**config.mk**
```make
export PLATFORM = sky130hd
export DESIGN_NAME = mavg_filter
export DESIGN_NICKNAME = d
export VERILOG_FILES = /design/src/rtl/mavg_pkg.sv /design/src/rtl/mavg_history.sv /design/src/rtl/mavg_accum.sv /design/src/rtl/mavg_outreg.sv /design/src/rtl/mavg_filter.sv
export SDC_FILE = /design/constraint.sdc
export NUM_CORES = 1
export LEC_CHECK = 0
export ABC_CLOCK_PERIOD_IN_PS = 8700
export BUFFER_PORTS_ARGS = -buffer_cell sky130_fd_sc_hd__buf_2
export CORE_MARGIN = 2
export CORE_UTILIZATION = 51
export CTS_CLUSTER_SIZE = 8
export DETAILED_ROUTE_END_ITERATION = 6
export PLACE_DENSITY = 0.67
export SLEW_MARGIN = 5
export SYNTH_ARGS = -nofsm -noshare
export SYNTH_HDL_FRONTEND = slang
export SYNTH_SLANG_ARGS = --single-unit
```
**constraint.sdc**
```tcl
create_clock -name clk -period 8.7 [get_ports clk]
set_input_delay 1.74 -clock clk [delete_from_list [all_inputs] [get_ports clk]]
set_output_delay 1.74 -clock clk [all_outputs]
set_load 0.02 [all_outputs]
```
**src/rtl/mavg_pkg.sv**
```systemverilog
package mavg_pkg;
    localparam int SAMPLE_W = 16;
    localparam int WIN_LOG2 = 4;
    localparam int WIN      = 1 << WIN_LOG2;
    localparam int SUM_W    = SAMPLE_W + WIN_LOG2;

    typedef logic [SAMPLE_W-1:0] sample_t;
    typedef logic [SUM_W-1:0]    sum_t;
    typedef logic [WIN_LOG2-1:0] ptr_t;

    // one accepted sample and the one it displaces
    typedef struct packed {
        logic    fire;
        sample_t fresh;
        sample_t stale;
    } upd_t;

    function automatic sample_t scale_down(input sum_t total);
        sum_t shifted;
        shifted = total >> WIN_LOG2;
        return shifted[SAMPLE_W-1:0];
    endfunction
endpackage

```
**src/rtl/mavg_history.sv**
```systemverilog
module mavg_history
    import mavg_pkg::*;
(
    input  logic    clk,
    input  logic    rst,
    input  logic    push,
    input  sample_t din,
    output sample_t oldest
);
    sample_t slots [WIN];
    ptr_t    wr_ptr;

    assign oldest = slots[wr_ptr];

    always_ff @(posedge clk) begin
        if (rst) begin
            wr_ptr <= '0;
            for (int i = 0; i < WIN; i++) slots[i] <= '0;
        end else if (push) begin
            slots[wr_ptr] <= din;
            wr_ptr        <= wr_ptr + ptr_t'(1);
        end
    end
endmodule

```
**src/rtl/mavg_accum.sv**
```systemverilog
module mavg_accum
    import mavg_pkg::*;
(
    input  logic clk,
    input  logic rst,
    input  upd_t upd,
    output sum_t total_next
);
    sum_t total_q;

    always_comb begin
        total_next = total_q + sum_t'(upd.fresh) - sum_t'(upd.stale);
    end

    always_ff @(posedge clk) begin
        if (rst)           total_q <= '0;
        else if (upd.fire) total_q <= total_next;
    end
endmodule

```
**src/rtl/mavg_outreg.sv**
```systemverilog
module mavg_outreg
    import mavg_pkg::*;
(
    input  logic    clk,
    input  logic    rst,
    input  logic    load,
    input  sample_t avg_in,
    input  logic    take,
    output logic    full,
    output sample_t avg_out
);
    always_ff @(posedge clk) begin
        if (rst) begin
            full    <= 1'b0;
            avg_out <= '0;
        end else if (load) begin
            full    <= 1'b1;
            avg_out <= avg_in;
        end else if (take) begin
            full    <= 1'b0;
        end
    end
endmodule

```
**src/rtl/mavg_filter.sv**
```systemverilog
module mavg_filter
    import mavg_pkg::*;
(
    input  logic                clk,
    input  logic                rst,
    input  logic                s_tvalid,
    output logic                s_tready,
    input  logic [SAMPLE_W-1:0] s_tdata,
    output logic                m_tvalid,
    input  logic                m_tready,
    output logic [SAMPLE_W-1:0] m_tdata
);
    logic    accept;
    sample_t stale;
    sum_t    total_next;
    upd_t    upd;

    assign s_tready = !m_tvalid || m_tready;
    assign accept   = s_tvalid && s_tready;

    always_comb begin
        upd.fire  = accept;
        upd.fresh = s_tdata;
        upd.stale = stale;
    end

    mavg_history hist_i (
        .clk    (clk),
        .rst    (rst),
        .push   (accept),
        .din    (s_tdata),
        .oldest (stale)
    );

    mavg_accum acc_i (
        .clk        (clk),
        .rst        (rst),
        .upd        (upd),
        .total_next (total_next)
    );

    mavg_outreg out_i (
        .clk     (clk),
        .rst     (rst),
        .load    (accept),
        .avg_in  (scale_down(total_next)),
        .take    (m_tready),
        .full    (m_tvalid),
        .avg_out (m_tdata)
    );
endmodule

```
Word-level counts from Yosys, hierarchy flattened:

Memory sizes are Yosys's and may differ from the RTL's. A register that Yosys moved wholly into a read port is not among the register bits.
Cells that the tools add are included.

* logic and storage cells: 25
* memories kept: 1
* register bits after elaboration: 41
* memory bits (writable): 256
* output and inout bits: 18

* $add $sub $neg: 3
* reductions and logical operators: 5
* mux-type cells: 12

Memory list
* hist_i.slots: depth 16, width 16, read ports 1, clocked after Yosys merged registers in 1, write ports 16, RTL line mavg_history.sv:10 `sample_t slots [WIN];`

Operators with widths (count)
* 20-bit by 16-bit adder with 20-bit output: 1
* 20-bit by 16-bit subtractor with 20-bit output: 1
* 16-bit 2-to-1 mux: 1
* 16-bit OR reduction: 1
* 4-bit 2-to-1 mux: 3
* 1-bit 2-to-1 mux: 8
* 4-bit by 1-bit adder with 4-bit output (second input constant): 1
* 2-bit nonzero test: 1
* 1-bit logical AND: 1
* 1-bit zero test: 1
* 1-bit logical OR: 1

Depth between registers and ports, before layout:

Gate-level depths: netlist of run 1.

* depth after elaboration: 8
* gate-level depth with buffers: 15

By module:

Synthesis of run 1 repeated with hierarchy kept, for this count alone.

* cells, all modules: 1144
* area, all modules: 15143.3 um2

Modules (own cells, without submodules)
* mavg_history: area an instance 11961.5 um2, cells an instance 758, instances 1
* mavg_accum: area an instance 2542.4 um2, cells an instance 328, instances 1
* mavg_outreg: area an instance 616.8 um2, cells an instance 56, instances 1
* mavg_filter: area an instance 22.5 um2, cells an instance 2, instances 1

Worst setup path before layout of run 1:

No wires, ideal clock.

* path type: input -> register
* from: input port s_tdata[9]
* to: register out_i.avg_out[15]
* setup slack: 4.250 ns
* data required time: 8.577 ns
* data arrival time: 4.327 ns
* setup time: 0.123 ns
* stages on the path: 12
* cell sequence: clkinv_1 clkbuf_1 fa_1 inv_1 ha_1 and2_4 nand4_2 a21oi_2 o21ai_2 o31ai_2 mux2i_1 mux2_1

* cells in the longest elaborated chain, start to end: 2

RTL lines
* start, declared: RTL line mavg_filter.sv:8 `input logic [SAMPLE_W-1:0] s_tdata,`
* 20-bit by 16-bit adder with 20-bit output: RTL line mavg_accum.sv:12 `total_next = total_q + sum_t'(upd.fresh) - sum_t'(upd.stale);`
* 20-bit by 16-bit subtractor with 20-bit output: RTL line mavg_accum.sv:12
* end signal, assigned: RTL line mavg_outreg.sv:18 `avg_out <= avg_in;`
* end, declared: RTL line mavg_outreg.sv:10 `output sample_t avg_out`

Every way passes these cells.
A chain may end at the register's enable or synchronous reset.

==> results of run 1 <==
[flip-flops by register name, indices dropped and copies added, names as in the netlist, named ones only]
register,flops
hist_i.slots,256
out_i.full,1
hist_i.wr_ptr,4
acc_i.total_q,4
out_i.avg_out,16
[worst paths after layout]
path / from / to / depth (start not counted)
max: register / out_i.avg_out[15] / 13
min: acc_i.total_q[1] / acc_i.total_q[1] / 2
max reg2reg: register / out_i.avg_out[15] / 13
min reg2reg: acc_i.total_q[1] / acc_i.total_q[1] / 2
[final cells by class]
type                            count  area, sq um
Sequential cell                   285         8280
Timing Repair Buffer               67          410
Clock inverter                      3         41.3
Clock buffer                       55         1100
Inverter                           76          285
Fill cell                        2139        11400
Tap cell                          341          427
Multi-Input combinational cell    572         5050
[cell usage in the layout (no fill, tap or decap), types with 3 or more instances in the layout]
cell / n
edfxtp_1: 256
nor3_1: 200
ha_1: 24
mux2i_1: 3
buf_2: 37
mux4_2: 80
nor2_1: 15
clkbuf_16: 42
inv_1: 61
a21oi_1: 25
a21o_1: 13
dfxtp_1: 25
a21o_2: 3
xor2_1: 8
o21ai_0: 6
o21ai_2: 13
o21bai_1: 3
nand2_1: 28
nand2_2: 6
xnor2_1: 8
nand4_1: 3
and2_1: 4
a31oi_1: 5
dfxtp_2: 3
fa_1: 16
or2_2: 4
clkbuf_1: 13
nor4_1: 61
buf_4: 30
a22o_1: 4
clkinv_1: 15
o31ai_1: 5
[per-stage QoR]
stage	hold slack, ns	instances
6_report	0.462	1399
3_5_place_dp	0.455	1341
3_3_place_gp	0.443	1341
5_1_grt	0.476	1399
4_1_cts	0.462	1399
2_1_floorplan	0.432	1059
[logic make-up after synthesis]
family	Yosys count	synth area share, %
AO/OA/AOI/OAI	91	4.23
buffers and inverters	202	6.01
adder cells (fa/ha/maj)	40	4.40
AND/OR/NAND/NOR	341	12.7
multiplexers	84	13.1
XOR/XNOR	16	0.994
flip-flops	285	58.6
[power by group through the flow]
| stage | clock, mW | combinational (mW) | sequential (mW) |
|---|---|---|---|
| finish | 1.44 | 1.06 | 1.63 |
| detailed placement | 0 | 1.05 | 1.65 |
| global route | 1.51 | 1.18 | 1.64 |
| floorplan | 0 | 0.862 | 1.63 |
| global placement | 0 | 1.04 | 1.65 |
| CTS | 1.45 | 1.06 | 1.63 |
[per-layer routing]
metal	vias to the layer above	part of all wire, %
met5	-	0
met4	0	2.2
met3	65	8.4
met2	448	48
met1	4544	41
li1	4001	-
[worst min-delay path, stage by stage (launching register included)]
cell	delay [ns]
dfxtp_1	0.31
nand2_1	0.05
a21oi_1	0.05
==> flow_summary.toml, run 1 <==
[timing]
slew_headroom_pct = 23.9
worst_slew_pin_slew_ns = 1.14
post-route-min-period_ns = 5.20
drv_slew = 0
rsz0062_at_grt = "false"
finalClockSkew_ns = 0.0159
max_freq_ghz = 0.192
finalCritPeriodShare_pct = 59.8
setup_viol = 0
layout_setup_ws_ns = 3.50
fin_tns_setup_ns = 0
hold_viol_final = 0

[cts]
cts_hold_buf = 0
cts_buffer_depth = 3
clock_sink_count = 285
cts_resized = 0
cts_buffers = 41
h-tree-depth = 2
cts_tree = "done"
cts_setup_buffers = 0
cts.clk_slew.worst_paths_ns = 0.05
cts_root_buf = "clkbuf_16"
clock_latency_ns = 0.54

[pwr]
p_int_mw = 2.89
p_per_area_nw_per_um2 = 265
switching_power_mw = 1.24
p_comb_share_pct = 25.8
clkPwrFrac_pct = 34.8
power_leakage_nw = 5.42
peakVddDrop_mv = 0.144
pwr-share-seq_pct = 39.4
p_sw_share_pct = 29.9
p_total_mw = 4.13

[cells_and_area]
syn2layout_area_growth_pct = 10.6
final_core_util_pct = 57.7
antenna_cells = 0
drive_gt1_share_pct = 22.1
fin_area_sq_um = 15600
fin_nets = 1103

[global_routing]
grt_antenna_before_repair = 0
met1_usage_pct = 35.2
grt_pass1_wl_mm = 54.2
grt.overflow.total = 0
top_usage_layer = "met2"
grtUsageMet3_pct = 4.84
grt_usage_pct = 25.0
met2_usage_pct = 39.6
grt_pass1_vias = 9213
grt_max_degree = 70

[logic_synthesis]
ys.flop_type = "edfxtp_1"
synth.distinct_cells = 60
synthArstFlopShare_pct = 0
synth_area_per_cell_sq_um = 13.3
synth_warnings = 0
synth.net_count = 1119
synth.most_common_cell = "edfxtp_1"
synth_top_area_cell = "edfxtp_1"
yosysSeqAreaShare_pct = 58.6
synth_top_area_share_pct = 54.5
yosys_register_bits = 285
synth_edf_count = 256
synthesis.area_sq_um = 14100
synthTopCellsByArea = "edfxtp_1 55%, mux4_2 13%, nor3_1 7.1%, dfxtp_1 4.1%, nor4_1 2.7%"
synthTopCellsByCount = "256 x edfxtp_1, 200 x nor3_1, 85 x clkbuf_1"
synth_cells = 1059

[critical_path]
end_kind = "register"
crit_family = "multiplexers"
arrival_ns = 5.61
cp_slowest_cell = "buf_4"
path_class = "reg -> reg"
required_ns = 9.11
crit_chain = "buf_4 > mux4_2 > mux4_2 > fa_1 > inv_1 > ha_1 > a21o_2 > nand4_1 > a21oi_2 > o21ai_2 > o31ai_2 > mux2i_1 > mux2_1"
crit_buf_inv = 2
start_kind = "register"
max_stage_delay_ns = 0.73
crit_fanout = 37
r2r_slack_ns = 3.50
cp_common_cell = "mux4_2"

[floorplan]
die_y_um = 170
core_region_area_sq_um = 27000
die_w_um = 170
dieArea_sq_um = 29000
ioPinCount = 38
rows = 60
initial_utilization_pct = 52.2

[placement]
port_buffers = 37
dp_slack_ns = 3.42
dpl.hpwl_mm = 21.2
gp_congestion = 0.834
postPlaceCellArea_sq_um = 14500

[detailed_routing]
dr.first_iter.drc_count = 1022
first_pass_iters = 5
avgViaCountPerCell = 6.47
ant_nets = 0
drc = 0
wl_per_cell_um = 24.9
routed_wl_mm = 34.9
vias = 9058

[hold_path]
holdCritPathClass = "reg -> reg"

[run_status]
outcome = "complete, no violations"

[flow_run]
maxCapViolCount = 0
No activity file was read; power rests on OpenSTA's default activity.
==> run 2: changes to the inputs <==
--- a/config.mk
+++ b/config.mk
@@ -5,13 +5,14 @@
 export SDC_FILE = /design/constraint.sdc
 export NUM_CORES = 1
 export LEC_CHECK = 0
-export ABC_CLOCK_PERIOD_IN_PS = 8700
+export ABC_AREA = 1
+export ABC_CLOCK_PERIOD_IN_PS = 4690
 export BUFFER_PORTS_ARGS = -buffer_cell sky130_fd_sc_hd__buf_2
 export CORE_MARGIN = 2
 export CORE_UTILIZATION = 51
 export CTS_CLUSTER_SIZE = 8
 export DETAILED_ROUTE_END_ITERATION = 6
-export PLACE_DENSITY = 0.67
+export PLACE_DENSITY = 0.7
 export SLEW_MARGIN = 5
 export SYNTH_ARGS = -nofsm -noshare
 export SYNTH_HDL_FRONTEND = slang
==> constraint.sdc (replaced) <==
create_clock -name clk -period 4.69 [get_ports clk]
set_input_delay 0.938 -clock clk [delete_from_list [all_inputs] [get_ports clk]]
set_output_delay 0.938 -clock clk [all_outputs]
set_load 0.02 [all_outputs]
==> run 2 against run 1 <==
Effect of this change:
- count of clock-buffer cells in the layout increased by 18
- non-clock buffer count increased by 16
- highest routed layer unchanged
- critical endpoint unchanged
- global-route usage increased by 0.11 points
==> flow_summary.toml, run 2 <==
[cts]
cts.clk_slew.worst_paths_ns = 0.05
clock_latency_ns = 0.54
h-tree-depth = 2
cts_hold_buf = 0
cts_setup_buffers = 0
clock_sink_count = 285
cts_buffers = 41
cts_root_buf = "clkbuf_16"
cts_resized = 0
cts_tree = "done"
cts_buffer_depth = 3

[timing]
layout_setup_ws_ns = 0.819
slew_headroom_pct = 40.0
post-route-min-period_ns = 3.87
drv_slew = 0
finalCritPeriodShare_pct = 82.5
worst_slew_pin_slew_ns = 0.900
hold_viol_final = 0
finalClockSkew_ns = 0.0153
fin_tns_setup_ns = 0
rsz0062_at_grt = "false"
setup_viol = 0
max_freq_ghz = 0.258

[critical_path]
crit_fanout = 30
end_kind = "register"
required_ns = 5.11
start_kind = "register"
arrival_ns = 4.29
path_class = "reg -> reg"

[floorplan]
die_y_um = 174
core_region_area_sq_um = 28500
dieArea_sq_um = 30200
ioPinCount = 38
initial_utilization_pct = 51.5
rows = 62
die_w_um = 174

[global_routing]
grt_max_degree = 65
grtUsageMet3_pct = 3.53
grt_antenna_before_repair = 0
grt_usage_pct = 25.1
grt_pass1_vias = 10300
grt_pass1_wl_mm = 57.6
top_usage_layer = "met2"
met2_usage_pct = 44.0
met1_usage_pct = 30.8
grt.overflow.total = 0

[hold_path]
holdCritPathClass = "reg -> reg"

[logic_synthesis]
synth_area_per_cell_sq_um = 10.2
synthesis.area_sq_um = 14700
synth.net_count = 1505
synth_cells = 1445
synthTopCellsByCount = "260 x nor2_1, 256 x edfxtp_1, 172 x inv_1"
synth.most_common_cell = "nor2_1"
synthArstFlopShare_pct = 0
yosysSeqAreaShare_pct = 56.2
ys.flop_type = "edfxtp_1"
yosys_register_bits = 285
synth_top_area_cell = "edfxtp_1"
synth_top_area_share_pct = 52.3
synth_warnings = 0
synthTopCellsByArea = "edfxtp_1 52%, nor2_1 6.6%, inv_1 4.4%, mux2i_1 4.4%, dfxtp_1 3.9%"
synth_edf_count = 256
synth.distinct_cells = 33

[flow_run]
maxCapViolCount = 0

[cells_and_area]
largest_reg_flops = 256
layout_common_cells = "260 x nor2_1, 256 x edfxtp_1, 172 x inv_1"
reg_top3 = "hist_i.slots x256, out_i.avg_out x16"
n_fill_cell = 2506
antenna_cells = 0
syn2layout_area_growth_pct = 10.9
fin_cells = 1889
drive_gt1_share_pct = 12.4
fin_nets = 1532
layout_commonest_cell = "nor2_1"
regMostFlops = "hist_i.slots"

[detailed_routing]
ant_nets = 0
vias = 10500
avgViaCountPerCell = 5.54
drc = 0
first_pass_iters = 7
wl_per_cell_um = 20.0
routed_wl_mm = 37.7
dr.first_iter.drc_count = 1056

[placement]
port_buffers = 37
dp_cells = 1813
gp_congestion = 0.930
dp_slack_ns = 0.949
dpl.hpwl_mm = 25.0

[pwr]
p_total_mw = 7.58
power_leakage_nw = 6.86
p_per_area_nw_per_um2 = 464
peakVddDrop_mv = 0.286

[run_status]
outcome = "complete, no violations"
==> run 2: cell types whose count changed after synthesis, sizes merged, moves of 80 or more <==
cell and change:
nand2 +106, mux4 -80, o21ai +80, inv +116, nor3 -199, nor2 +278
==> run 2: kinds of logic (layout without fill, tap and decap cells) <==
group           after synthesis  count (layout)  synth area share (%)
compound gates              269             269                  10.3
xor+xnor                      9               9                 0.536
fa+ha+maj                    40              40                  4.22
buf+inv                     293             353                  9.36
flops                       285             285                  56.2
mux                          64              64                  4.35
simple gates                485             485                  15.0
==> run 2: final timing paths <==
path | startpoint | end | cells past startpoint | slack, ns
worst min-delay path | acc_i.total_q[0] | acc_i.total_q[0] | 2 | 0.48
worst max register to register | register | out_i.avg_out[15] | 18 | 0.82
worst max-delay path | register | out_i.avg_out[15] | 18 | 0.82
worst min register to register | acc_i.total_q[0] | acc_i.total_q[0] | 2 | 0.48
==> run 2: power breakdown <==
part | switching (mW) | total [mW] | internal [mW]
combinational | 1.24 | 1.86 | 0.622
sequential | 0.0700 | 2.98 | 2.91
clock | 1.09 | 2.73 | 1.65
==> run 2: final cells by class <==
type	count	area, sq um	share of cell area, %
well taps	384	480	2.95
inverters	194	733	4.50
clock buffers	73	1150	7.03
repair buffers	83	568	3.48
multi-input cells	867	5070	31.1
flip-flops and latches	285	8270	50.7
clock inverters	3	41.3	0.253
==> run 2: layer usage <==
layer	up-vias	share of wire, %
met3	93	6.1
met5	-	0
li1	4894	-
met4	0	4.8
met1	5102	39
met2	367	50
==> run 2: per-stage QoR <==
| stage | instance area (sq um) | utilization (%) | hold slack, ns |
|---|---|---|---|
| global route | 16300 | 57.1 | 0.509 |
| floorplan | 14700 | - | 0.434 |
| finish | 16300 | 57.1 | 0.481 |
| CTS | 16300 | 57.1 | 0.486 |
| detailed placement | 15100 | 53.0 | 0.479 |
| global placement | 15100 | 53.0 | 0.453 |
==> run 2: worst max-delay path, stage by stage, from the launching register on <==
cell and delay, ns:
dfxtp_4 0.65, buf_4 0.34, mux2i_1 0.23, o21ai_0 0.11
o211ai_1 0.45, nand2_1 0.17, fa_1 0.51, inv_1 0.04
ha_1 0.35, nand2_1 0.09, nand2_1 0.07, nand2_1 0.06
nand2_1 0.07, a21oi_1 0.24, nand3_1 0.12, nand2_1 0.07
nand3_1 0.06, nand2_1 0.08, inv_1 0.03
==> run 3: changes to the inputs <==
--- a/config.mk
+++ b/config.mk
@@ -6,7 +6,7 @@
 export NUM_CORES = 1
 export LEC_CHECK = 0
 export ABC_AREA = 1
-export ABC_CLOCK_PERIOD_IN_PS = 4690
+export ABC_CLOCK_PERIOD_IN_PS = 3300
 export BUFFER_PORTS_ARGS = -buffer_cell sky130_fd_sc_hd__buf_2
 export CORE_MARGIN = 2
 export CORE_UTILIZATION = 51
==> constraint.sdc (replaced) <==
create_clock -name clk -period 3.3 [get_ports clk]
set_input_delay 0.66 -clock clk [delete_from_list [all_inputs] [get_ports clk]]
set_output_delay 0.66 -clock clk [all_outputs]
set_load 0.02 [all_outputs]
==> run 3 against run 2 <==
Effect of this change:
- the flow now finishes with violations (negative setup slack)
- final cell count up 2.7%
- die area unchanged
- fmax is 13% higher
- count of clock-buffer cells in the layout down 18
- non-clock buffer count up 68
- sequential power is 42% higher
- wire length up 10%
- hold slack lost 0.039 ns
- setup slack lost 0.94 ns
- first-iteration DRC count increased by 13%
- global-route usage rose by 1.5 points
- register-to-register slack got worse by 0.94 ns
- critical path type unchanged
- largest cell class unchanged
- largest power group unchanged
==> flow_summary.toml, run 3 (synthesis results as in run 2) <==
[flow_run]
maxCapViolCount = 0

[cts]
cts.clk_slew.worst_paths_ns = 0.05
cts_root_buf = "clkbuf_16"
h-tree-depth = 2
cts_hold_buf = 0
clock_sink_count = 285
cts_buffer_depth = 3
cts_buffers = 41
cts_tree = "done"
clock_latency_ns = 0.53

[detailed_routing]
first_pass_iters = 7
dr.first_iter.drc_count = 1197
avgViaCountPerCell = 5.69
drc = 0
ant_nets = 0
routed_wl_mm = 41.6
vias = 11000
wl_per_cell_um = 21.5

[critical_path]
path_class = "reg -> reg"
end_kind = "register"
crit_buf_inv = 5
crit_chain = "buf_4 > buf_12 > mux2i_1 > o21ai_0 > o211ai_1 > nand2_1 > fa_1 > inv_1 > ha_4 > nand2_1 > nor2_1 > inv_1 > nor2_1 > nor2_1 > nand3_1 > nand3_1 > nand2_1 > inv_1"
arrival_ns = 3.85
start_kind = "register"
r2r_slack_ns = -0.12
crit_fanout = 8
cp_slowest_cell = "fa_1"
required_ns = 3.73
crit_family = "simple AND/OR/NAND/NOR gates"
max_stage_delay_ns = 0.52

[pwr]
power_leakage_nw = 7.37
peakVddDrop_mv = 0.422
p_per_area_nw_per_um2 = 681

[cells_and_area]
reg_top3 = "hist_i.slots x256, out_i.avg_out x16"
antenna_cells = 0
layout_commonest_cell = "edfxtp_1"
drive_gt1_share_pct = 23.0
regMostFlops = "hist_i.slots"
largest_reg_flops = 256
fin_area_sq_um = 17700
fin_nets = 1600
layout_common_cells = "256 x edfxtp_1, 247 x nor2_1, 164 x inv_1"
syn2layout_area_growth_pct = 20.1

[timing]
rsz0062_at_grt = "true"
drv_slew = 0
setup_viol = 6
finalClockSkew_ns = 0.0151
max_freq_ghz = 0.292
layout_setup_ws_ns = -0.123
hold_viol_final = 0
worst_slew_pin_slew_ns = 0.752
slew_headroom_pct = 49.7
finalCritPeriodShare_pct = 104
post-route-min-period_ns = 3.42

[placement]
gp_congestion = 0.913
postPlaceCellArea_sq_um = 15500
dpl.hpwl_mm = 26.3
port_buffers = 37
dp_slack_ns = -0.173

[global_routing]
grt_pass1_wl_mm = 60.8
grt.overflow.total = 0
grt_max_degree = 48
grt_antenna_before_repair = 0
grt_usage_pct = 26.6
grt_pass1_vias = 10800

[floorplan]
rows = 62
dieArea_sq_um = 30200
die_w_um = 174
ioPinCount = 38
initial_utilization_pct = 51.5
die_y_um = 174
core_region_area_sq_um = 28500

[run_status]
outcome = "finished with violations"
violations = "negative setup slack"

[hold_path]
holdCritPathClass = "in -> reg"
hold_start = "m_tready"
[run 3: changes by cell type in the layout (fill, tap and decap cells not counted), moves of 18 or more]
| cell | delta |
|---|---|
| o21ai_0 | -36 |
| nand2_1 | -30 |
| o21ai_1 | +32 |
| clkbuf_1 | -18 |
| nand2_2 | +24 |
| buf_4 | +38 |
[run 3: final timing paths]
kind / to / depth (start not counted)
worst min register to register: acc_i.total_q[0] / 2
worst max-delay path: out_i.avg_out[14] / 18
worst max register to register: out_i.avg_out[14] / 18
worst min-delay path: out_i.full / 4
[run 3: layout make-up]
cell class | count | area (sq um)
Multi-Input combinational cell | 867 | 5630
Clock inverter | 4 | 41.3
Inverter | 194 | 736
Sequential cell | 285 | 8270
Fill cell | 2327 | 10900
Timing Repair Buffer | 151 | 1440
Clock buffer | 55 | 1080
Tap cell | 384 | 480
[run 3: layer usage]
metal,global-route usage [%],routed length [um],share of wire (%)
met1,32.1,15400,37
met2,45.2,20800,50
met3,5.00,3110,7.5
met4,14.3,2360,5.7
met5,0,0,0
[run 3: timing repair]
item	4_1_cts	5_1_grt
endpoints found under the setup margin	14	17
pin swaps	17	51
buffers inserted	4	16
cloned	4	4
resized for setup	46	143
[run 3: stage by stage]
stage / std cells / hold WS, ns / power, mW / TNS, ns / util, %
after floorplan: 1445 / 0.434 / 6.28 / 0 / -
after global placement: 1853 / 0.448 / 7.16 / -0.571 / 54.3
after detailed placement: 1853 / 0.456 / 7.20 / -0.802 / 54.3
after CTS: 1920 / 0.440 / 11.2 / 0 / 59.5
after global routing: 1940 / 0.481 / 12.6 / -1.71 / 61.9
final: 1940 / 0.442 / 12.0 / -0.283 / 61.9
[run 3: worst register-to-register path, stage by stage, from the launching register on]
cell and delay (ns):
dfxtp_4 0.40, buf_4 0.17, buf_12 0.14, mux2i_1 0.24, o21ai_0 0.12, o211ai_1 0.34, nand2_1 0.20, fa_1 0.52
inv_1 0.07, ha_4 0.29, nand2_1 0.13, nor2_1 0.13, inv_1 0.09, nor2_1 0.13, nor2_1 0.08, nand3_1 0.08
nand3_1 0.08, nand2_1 0.09, inv_1 0.04
[run 3: power breakdown]
part           total (mW)  leakage (nW)  switching (mW)  internal (mW)
combinational        4.05          3.94            2.37           1.68
clock                3.75         0.542            1.49           2.26
sequential           4.23          2.89          0.0956           4.14
